==> src/rtl/page_wbuf_pkg.sv <==
package page_wbuf_pkg;
    typedef enum logic [0:0] {
        MODE_IDLE = 1'b0,
        MODE_OPEN = 1'b1
    } wb_mode_e;
endpackage

==> src/rtl/pgb_ring.sv <==
// Sixteen-deep overwriting store: keeps the newest DEPTH bytes of a stream.
module pgb_ring #(
    parameter int DW    = 8,
    parameter int DEPTH = 16,
    localparam int IW   = $clog2(DEPTH),
    localparam int CW   = $clog2(DEPTH + 1)
) (
    input  logic          clk,
    input  logic          rst_n,
    input  logic          clr,
    input  logic          push,
    input  logic [DW-1:0] din,
    input  logic [IW-1:0] rd_idx,
    output logic [DW-1:0] rd_data,
    output logic [CW-1:0] count,
    output logic [IW-1:0] oldest
);
    typedef struct packed {
        logic [DEPTH-1:0][DW-1:0] mem;
        logic [IW-1:0]            wp;
        logic [CW-1:0]            cnt;
    } ring_t;

    ring_t ring_d, ring_q;
    logic  full;

    assign full = (ring_q.cnt == CW'(DEPTH));

    always_comb begin
        ring_d = ring_q;
        if (clr) begin
            ring_d.wp  = '0;
            ring_d.cnt = '0;
        end else if (push) begin
            ring_d.mem[ring_q.wp] = din;
            ring_d.wp = (ring_q.wp == IW'(DEPTH - 1)) ? '0 : ring_q.wp + 1'b1;
            if (!full) begin
                ring_d.cnt = ring_q.cnt + 1'b1;
            end
        end
    end

    always_ff @(posedge clk or negedge rst_n) begin
        if (!rst_n) begin
            ring_q <= '0;
        end else begin
            ring_q <= ring_d;
        end
    end

    assign rd_data = ring_q.mem[rd_idx];
    assign count   = ring_q.cnt;
    // Once full, the write pointer is also the slot of the longest-held byte.
    assign oldest  = full ? ring_q.wp : '0;

    // a push into a full store keeps it full and moves the oldest slot along
    p_full_stays_r3: assert property (@(posedge clk) disable iff (!rst_n)
        (full && push && !clr) |=> (count == CW'(DEPTH)) && (oldest != $past(oldest)));

    p_cnt_bound_r2: assert property (@(posedge clk) disable iff (!rst_n)
        (push && !clr && !full) |=> (count == $past(count) + 1'b1));
endmodule

==> src/rtl/pgb_commit.sv <==
// Drains the held bytes into the array, one programming slot per byte.
module pgb_commit #(
    parameter int AW       = 8,
    parameter int IW       = 4,
    parameter int CW       = 5,
    parameter int PROG_CYC = 4,
    localparam int TW      = $clog2(PROG_CYC + 1)
) (
    input  logic          clk,
    input  logic          rst_n,
    input  logic          go,
    input  logic [CW-1:0] n_bytes,
    input  logic [IW-1:0] first,
    input  logic [AW-1:0] base,
    output logic [IW-1:0] rd_idx,
    output logic          we,
    output logic [AW-1:0] addr,
    output logic          busy
);
    typedef struct packed {
        logic          busy;
        logic [CW-1:0] k;
        logic [TW-1:0] tmr;
        logic [CW-1:0] n;
        logic [IW-1:0] first;
        logic [AW-1:0] base;
    } seq_t;

    seq_t seq_d, seq_q;

    always_comb begin
        seq_d = seq_q;
        if (!seq_q.busy) begin
            if (go) begin
                seq_d.busy  = 1'b1;
                seq_d.k     = '0;
                seq_d.tmr   = '0;
                seq_d.n     = n_bytes;
                seq_d.first = first;
                seq_d.base  = base;
            end
        end else if (seq_q.tmr == TW'(PROG_CYC - 1)) begin
            seq_d.tmr = '0;
            if (seq_q.k == seq_q.n - 1'b1) begin
                seq_d.busy = 1'b0;
            end else begin
                seq_d.k = seq_q.k + 1'b1;
            end
        end else begin
            seq_d.tmr = seq_q.tmr + 1'b1;
        end
    end

    always_ff @(posedge clk or negedge rst_n) begin
        if (!rst_n) begin
            seq_q <= '0;
        end else begin
            seq_q <= seq_d;
        end
    end

    assign busy   = seq_q.busy;
    assign we     = seq_q.busy && (seq_q.tmr == '0);
    assign rd_idx = seq_q.first + seq_q.k[IW-1:0];
    assign addr   = {seq_q.base[AW-1:IW], seq_q.base[IW-1:0] + seq_q.k[IW-1:0]};

    p_we_in_busy_r7: assert property (@(posedge clk) disable iff (!rst_n)
        we |-> busy);

    p_first_slot_r7: assert property (@(posedge clk) disable iff (!rst_n)
        $rose(busy) |-> we);

    p_go_when_idle_r1: assert property (@(posedge clk) disable iff (!rst_n)
        go |-> !busy);

    generate
        if (PROG_CYC > 1) begin : g_gap
            p_single_pulse_r7: assert property (@(posedge clk) disable iff (!rst_n)
                we |=> !we);
        end
    endgenerate
endmodule

==> src/rtl/page_wbuf.sv <==
module page_wbuf
    import page_wbuf_pkg::*;
#(
    parameter int DW       = 8,
    parameter int AW       = 8,
    parameter int DEPTH    = 16,
    parameter int PROG_CYC = 4
) (
    input  logic          clk,
    input  logic          rst_n,
    input  logic          txn_start,
    input  logic          txn_stop,
    input  logic          byte_vld,
    input  logic [DW-1:0] byte_data,
    input  logic [AW-1:0] start_addr,
    input  logic          veto,
    output logic          busy,
    output logic          arr_we,
    output logic [AW-1:0] arr_addr,
    output logic [DW-1:0] arr_wdata
);
    localparam int IW = $clog2(DEPTH);
    localparam int CW = $clog2(DEPTH + 1);

    typedef struct packed {
        wb_mode_e      mode;
        logic [AW-1:0] base;
    } ctl_t;

    ctl_t          ctl_d, ctl_q;
    logic          ring_clr, ring_push, go;
    logic [CW-1:0] held;
    logic [IW-1:0] oldest, rd_idx;

    always_comb begin
        ctl_d     = ctl_q;
        ring_clr  = 1'b0;
        ring_push = 1'b0;
        go        = 1'b0;
        unique case (ctl_q.mode)
            MODE_IDLE: begin
                if (txn_start && !busy) begin
                    ctl_d.mode = MODE_OPEN;
                    ctl_d.base = start_addr;
                    ring_clr   = 1'b1;
                end
            end
            MODE_OPEN: begin
                if (txn_start) begin
                    ctl_d.base = start_addr;
                    ring_clr   = 1'b1;
                end else if (txn_stop) begin
                    ctl_d.mode = MODE_IDLE;
                    go         = !veto && (held != '0);
                end else if (byte_vld) begin
                    ring_push  = 1'b1;
                end
            end
            default: ctl_d.mode = MODE_IDLE;
        endcase
    end

    always_ff @(posedge clk or negedge rst_n) begin
        if (!rst_n) begin
            ctl_q <= '{mode: MODE_IDLE, base: '0};
        end else begin
            ctl_q <= ctl_d;
        end
    end

    pgb_ring #(.DW(DW), .DEPTH(DEPTH)) u_ring (
        .clk     (clk),
        .rst_n   (rst_n),
        .clr     (ring_clr),
        .push    (ring_push),
        .din     (byte_data),
        .rd_idx  (rd_idx),
        .rd_data (arr_wdata),
        .count   (held),
        .oldest  (oldest)
    );

    pgb_commit #(.AW(AW), .IW(IW), .CW(CW), .PROG_CYC(PROG_CYC)) u_commit (
        .clk     (clk),
        .rst_n   (rst_n),
        .go      (go),
        .n_bytes (held),
        .first   (oldest),
        .base    (ctl_q.base),
        .rd_idx  (rd_idx),
        .we      (arr_we),
        .addr    (arr_addr),
        .busy    (busy)
    );

    p_no_write_open_r4: assert property (@(posedge clk) disable iff (!rst_n)
        (ctl_q.mode == MODE_OPEN) |-> !arr_we);

    p_restart_empties_r5: assert property (@(posedge clk) disable iff (!rst_n)
        (ctl_q.mode == MODE_OPEN && txn_start) |=> (held == '0));

    p_veto_blocks_r8: assert property (@(posedge clk) disable iff (!rst_n)
        (ctl_q.mode == MODE_OPEN && txn_stop && !txn_start && veto) |=> !busy);

    p_empty_stop_r9: assert property (@(posedge clk) disable iff (!rst_n)
        (ctl_q.mode == MODE_OPEN && txn_stop && !txn_start && held == '0) |=> !busy);

    p_idle_byte_r10: assert property (@(posedge clk) disable iff (!rst_n)
        (ctl_q.mode == MODE_IDLE && byte_vld && !txn_start) |=> $stable(held));

    p_stop_commits_r7: assert property (@(posedge clk) disable iff (!rst_n)
        (ctl_q.mode == MODE_OPEN && txn_stop && !txn_start && !veto && held != '0)
        |=> $rose(busy));
endmodule

==> config.mk <==
export PLATFORM = sky130hd
export DESIGN_NAME = page_wbuf
export DESIGN_NICKNAME = d
export VERILOG_FILES = /design/src/rtl/page_wbuf_pkg.sv /design/src/rtl/pgb_ring.sv /design/src/rtl/pgb_commit.sv /design/src/rtl/page_wbuf.sv
export SDC_FILE = /design/constraint.sdc
export NUM_CORES = 1
export LEC_CHECK = 0
export ABC_AREA = 1
export BUFFER_PORTS_ARGS = -buffer_cell sky130_fd_sc_hd__buf_2
export CAP_MARGIN = 20
export CORE_MARGIN = 2
export CORE_UTILIZATION = 47
export CTS_CLUSTER_DIAMETER = 120
export DETAILED_ROUTE_END_ITERATION = 8
export PLACE_DENSITY_LB_ADDON = 0.2
export SYNTH_ARGS = -nofsm -noshare
export SYNTH_HDL_FRONTEND = slang
export SYNTH_HIERARCHICAL = 1
export SYNTH_SLANG_ARGS = --single-unit
==> constraint.sdc <==
create_clock -name clk -period 2.5 [get_ports clk]
set_input_delay 0 -clock clk [delete_from_list [all_inputs] [get_ports clk]]
set_output_delay 0 -clock clk [all_outputs]
set_load 0.005 [all_outputs]
Word level (Yosys, flattened, before mapping)
Cells that the tools add are included.
{"block": "op_classes", "order_cmp": 3, "mux": 31, "add_sub_neg": 7, "multipliers": 0, "n_div": 0, "n_eq_ne": 9, "bitwise": 3, "n_shift": 0, "reduce_logical": 15}
{"operator": "128-bit bitwise mux", "n": 1}
{"operator": "9-bit 2-to-1 mux", "n": 4}
{"operator": "8-bit binary-select mux with 4-bit select", "n": 1}
{"operator": "8-bit demux with 4-bit select", "n": 1}
{"operator": "26-bit 2-to-1 mux", "n": 1}
{"operator": "8-bit 2-to-1 mux", "n": 3}
{"operator": "9-bit case mux with 2 select lines", "n": 1}
{"operator": "1-bit 2-to-1 mux", "n": 12}
{"operator": "5-bit by 1-bit adder with 5-bit output (second input constant)", "n": 2}
{"operator": "4-bit by 5-bit less-than comparator with 1-bit output (second input constant)", "n": 2}
{"operator": "5-bit 2-to-1 mux", "n": 2}
{"operator": "2-bit != test (second input constant)", "n": 5}
{"operator": "4-bit adder", "n": 2}
{"operator": "4-bit 2-to-1 mux", "n": 2}
{"operator": "2-bit AND reduction", "n": 4}
{"operator": "6-bit 2-to-1 mux", "n": 1}
{"operator": "5-bit == test", "n": 1}
{"operator": "5-bit == test (second input constant)", "n": 1}
{"operator": "5-bit nonzero test", "n": 1}
{"operator": "5-bit by 1-bit subtractor with 5-bit output (second input constant)", "n": 1}
{"operator": "4-bit by 1-bit adder with 4-bit output (second input constant)", "n": 1}
{"operator": "4-bit == test (second input constant)", "n": 1}
{"operator": "4-bit by 1-bit greater-or-equal comparator with 1-bit output (second input constant)", "n": 1}
{"operator": "1-bit logical AND", "n": 4}
{"operator": "9 further kinds", "n": 13}
{"block": "totals", "inputBits": 22, "n_memories": 0, "output_inout_bits": 18, "word_cells": 94, "latchBits": 0, "mem_bits_rw": 0, "reg_bits": 172, "rom_bits": 0}

Logic depth before layout (Yosys ltp)
{"block": "logic_depth", "depth_word": 7, "mapped_depth": 11, "mapped_depth_nobuf": 11}

Cells and area by module
Netlist, hierarchy kept.
{"module": "pgb_ring", "cells_each": 900, "area_per_inst_um2": 6876.6, "n_inst": 1, "seq_area_each_um2": 3428.3}
{"module": "pgb_commit", "cells_each": 194, "area_per_inst_um2": 1571.5, "n_inst": 1, "seq_area_each_um2": 650.6}
{"module": "page_wbuf", "cells_each": 53, "area_per_inst_um2": 426.7, "n_inst": 1, "seq_area_each_um2": 225.2}

Worst setup path before layout
Ideal clock, no wire load.
{"block": "synth_timing", "path_kind": "register -> output", "startpoint": "register u_commit/seq_q[20] (netlist name)", "endpoint": "output arr_wdata[1]", "t_required_ns": 2.500, "stages_incl_launch_ff": 12, "n_path_buf": 2, "path_slack_ns": 0.503, "arrival_time_ns": 1.997, "cell_sequence": "dfrtp_1 > ha_1 > inv_1 > fa_1 > inv_1 > clkbuf_1 > inv_1 > clkbuf_1 > nand3_1 > nand3_1 > nand3_1 > nand2_1"}
{"block": "synth_between", "elab_chain_len": 3}
{"element": "from (decl)", "line_no": "pgb_commit.sv:29", "text": "seq_t seq_d, seq_q;"}
{"element": "from (signal assigned)", "line_no": "pgb_commit.sv:58", "text": "seq_q <= seq_d;"}
{"element": "4-bit adder", "line_no": "pgb_commit.sv:64", "text": "assign rd_idx = seq_q.first + seq_q.k[IW-1:0];"}
{"element": "net rd_idx[1]", "line_no": "page_wbuf.sv:33", "text": "logic [IW-1:0] oldest, rd_idx;"}
{"element": "8-bit binary-select mux with 4-bit select", "line_no": "pgb_ring.sv:51", "text": "assign rd_data = ring_q.mem[rd_idx];"}
{"element": "8-bit 2-to-1 mux (not written as such)", "line_no": "pgb_ring.sv:51"}
{"element": "to (decl)", "line_no": "page_wbuf.sv:20", "text": "output logic [DW-1:0] arr_wdata"}
The timed path passes the listed nets, and every way through them passes these cells. The select of a mux whose other input is x is not followed.

Final worst setup path
{"block": "layout_timing", "startpoint": "register u_commit/seq_q[22] (netlist name)", "endpoint": "output arr_wdata[5]"}
Same word-level chain as after synthesis.

==> results.md <==
* Number of global-route vias before repair at about 7100
* RSZ-0062 raised after global routing: true
* Global Route Usage Sum at between 20% and 30%
* Post-Syn Area at approximately 0.0089 mm²
* Dpl ws at roughly 150 ps
* Worst EP required at about 2500 ps
* RR Endpoint: u_ring/ring_q[39]
* Compound-Gate Fraction of Synth Area at under 10%
* Worst Hold Depth at 3
* Share of the synthesized area in the top cell type at 48.5%
* FP Rows at 50
* Num CTS Buffers at 17
* Min cycle time layout at approximately 2400 ps
* HP Start: txn_start
* Synth warnings at 6
* Die W at ~140 µm
* Congestion Overflow GR at 0
* Area contributors post-synth: dfrtp_1, nand2_1, o21ai_0
* Pwr dens at roughly 900 mW/mm²
* Mapped Avg Cell Area at between 7 and 8 µm²
* Max Transition Viols Final at 0
* Share of layout cells above drive strength 1 at roughly a tenth
* Initial core utilization at ~48%
* Outcome: finished, final reports clean
* Die height at roughly 140 µm
* Syn_nets at 1187
* R2r worst-path depth at 8
* CP startpoint kind: flop
* Seq/Total Area, Yosys at between 40% and 50%
* Unique masters post-synth at 33
* Htree depth at 4
* Synth Area in Adders at under 10%
* Post-layout utilization of the core at a little over half
* Largest family of logic cells by synthesized area: simple AND/OR/NAND/NOR gates
* #FFs+latches synth at between 150 and 200
* Vias at 7418
* Antenna viol nets, final at 0
* Worst setup EP type: primary output
* Clock Path Buffers at 2
* Setup-failing EPs final at 0
* Remaining routing DRC violations at 0
* Tcrit/Tclk final at between 90% and 100%
* Cells after Synth at approximately 1100
* First-pass DRT Iterations at 4
* Global placement routability congestion at just over 0.8
* CTS sink cnt at approximately 170
* Worst-Skew Late Latency at 430 ps
* Worst min path class: in2reg
* Simple-Gate Fraction of Synth Area at a little over a quarter
* Detail Placement HPWL at roughly 14000 µm
* Peak VDD IR at roughly 0.6 mV
* Drt total wl at roughly 22000 µm
* Slew @ Worst Pin at approximately 550 ps
* Post-synthesis mux area share at 0%
* Final clock skew at approximately 14 ps
* Ports at 40
* # diodes at 0
* Setup slack after layout at 112 ps
* Arr. time, crit path at about 2400 ps
* Starting DRT DRC Count at roughly 630
* Post-layout net count at approximately 1200
* Initial antenna violation count at 0
* Slew margin rel. at between 60% and 70%
* Crit path kind: reg2out
* Core ar. at about 0.019 mm²
* Average wire per standard cell at roughly 16 µm
* XOR/XNOR Fraction of Synth Area at 1.09%
* Hold Crit Endpoint: ctl_q[8]
* CTS root buf: clkbuf_16
* Post-synth top area cell: dfrtp_1
* Area Overhead vs Synth at 13.7%
* Crit Reg-Reg Startpoint: ctl_q[8]
* Avg Vias per Cell at 5.17
* Peak Freq at 419 MHz
* I/O Buffers at 39
* Pin count of the biggest net entering global routing at 56
* First-pass GRT wire length at between 30000 and 40000 µm
* Design Power at roughly 9.4 mW
* CTS clk-pin slew, worst paths at roughly 70 ps
* R2R setup slack at between 150 and 200 ps
* Final Hold Vio Count at 0
* Die area at about 0.020 mm²
* Leakage at just under 5 nW
* CTS tree: yes
* Max Cap Viol at 0
* Worst-path fanout max at 8
==> cell usage after synthesis <==
master,instances
nand2_2,1
a32o_1,1
nor2_1,23
o21ai_1,4
a21oi_1,6
nor2_4,10
nand3_1,129
buf_1,3
o21ai_4,1
nor3_1,1
nand2_1,379
xnor2_1,6
buf_4,14
buf_2,15
clkinv_2,1
ha_1,16
o21ai_0,150
nand2_4,7
or2_1,1
inv_2,4
buf_6,6
nor3_4,1
fa_1,2
a21oi_2,2
dfrtp_1,172
o31ai_1,1
nand4_1,2
xor2_1,5
clkinv_1,1
a211oi_1,1
inv_1,157
nor2_8,1
clkbuf_1,24
==> area by class of cell <==
| class | instances | area (µm²) |
|---|---|---|
| timing repair buffer | 83 | 689 |
| clock buffer | 21 | 460 |
| sequential | 172 | 4300 |
| multi-input combinational | 750 | 3660 |
| tap | 234 | 293 |
| fill | 1802 | 8550 |
| inverter | 163 | 618 |
| clock inverter | 11 | 71.3 |
==> worst max path at each step <==
stage                                  start                 to  slack [ps]  depth (start not counted)
after floorplan           u_commit/seq_q[20]       arr_wdata[1]         500                         11
after global placement              ctl_q[8]  u_ring/ring_q[12]         230                          7
after detailed placement            ctl_q[8]  u_ring/ring_q[29]         150                          7
after CTS                  u_commit/seq_q[8]       arr_wdata[1]          40                          9
after global routing                ctl_q[8]  u_ring/ring_q[39]         -20                          8
final                     u_commit/seq_q[22]       arr_wdata[5]         110                          8
==> cells by family (layout without fill, tap and decap cells) <==
logic type / after synthesis / in the layout
buffers and inverters: 225 / 278
DFF: 172 / 172
adders and majority gates: 18 / 18
xor gates and xnor gates: 11 / 11
and+or+nand+nor: 555 / 555
AOI/OAI and AO/OA: 166 / 166
==> critical path, cell delays in order (launching register included) <==
cell and delay, ps:
dfrtp_1 470, ha_1 380, a21oi_1 170, nand2_1 80, xnor2_1 240, inv_1 240
nand3_1 160, nand2_1 80, buf_2 130
==> sequential cells by signal (all words and copies together) (netlist names) <==
name,count
ctl_q,9
u_commit/addr,4
u_commit/busy,1
u_commit/seq_q,21
u_ring/count,5
u_ring/ring_q,132
==> power breakdown <==
part / internal [mW] / switching [mW]
clock network: 1.31 / 1.10
registers: 3.03 / 0.168
logic: 1.39 / 2.37
==> routing by layer <==
layer | vias up | GRT usage (%) | share of wire (%)
met5 | - | 0 | 0
met3 | 28 | 4.05 | 4.6
met4 | 0 | 7.68 | 1.9
li1 | 3647 | - | -
met2 | 176 | 36.2 | 46
met1 | 3567 | 33.3 | 48
==> cell usage in the layout (no fill, tap or decap), types with 2 or more instances in the layout <==
master	instances
buf_2	38
clkinvlp_4	5
xnor2_1	5
fa_1	2
nor2_4	10
clkbuf_1	2
nor2_1	23
dfrtp_1	172
nand3_1	121
a21oi_2	2
buf_12	4
ha_1	15
dlygate4sd3_1	26
nand4_1	2
inv_1	154
inv_4	2
nand3_2	8
a21oi_1	6
buf_4	11
o21ai_0	150
nand2_1	379
clkbuf_8	2
o21ai_1	4
nand2_4	7
inv_2	5
clkinv_2	6
clkbuf_16	19
xor2_1	5
==> per-stage QoR <==
step | setup TNS [ps] | cell area, µm² | instances | hold WS (ps)
2_1_floorplan | 0 | 8870 | 1147 | -296
3_3_place_gp | 0 | 9180 | 1374 | 8.55
3_5_place_dp | 0 | 9180 | 1374 | 6.80
4_1_cts | 0 | 9980 | 1432 | 1.18
5_1_grt | -41.7 | 10100 | 1434 | 36.6
6_report | 0 | 10100 | 1434 | 3.56
==> repair_timing <==
| item | 4_1_cts | 5_1_grt |
|---|---|---|
| buffers inserted | 0 | 0 |
| hold buffers | 26 | 0 |
| setup endpoints to repair | 6 | 35 |
| pin swaps | 0 | 0 |
| gates cloned | 0 | 2 |
| hold endpoints to repair | 147 | 0 |
| resized for setup | 2 | 18 |
Note: power is estimated with default switching activity, not from simulation.
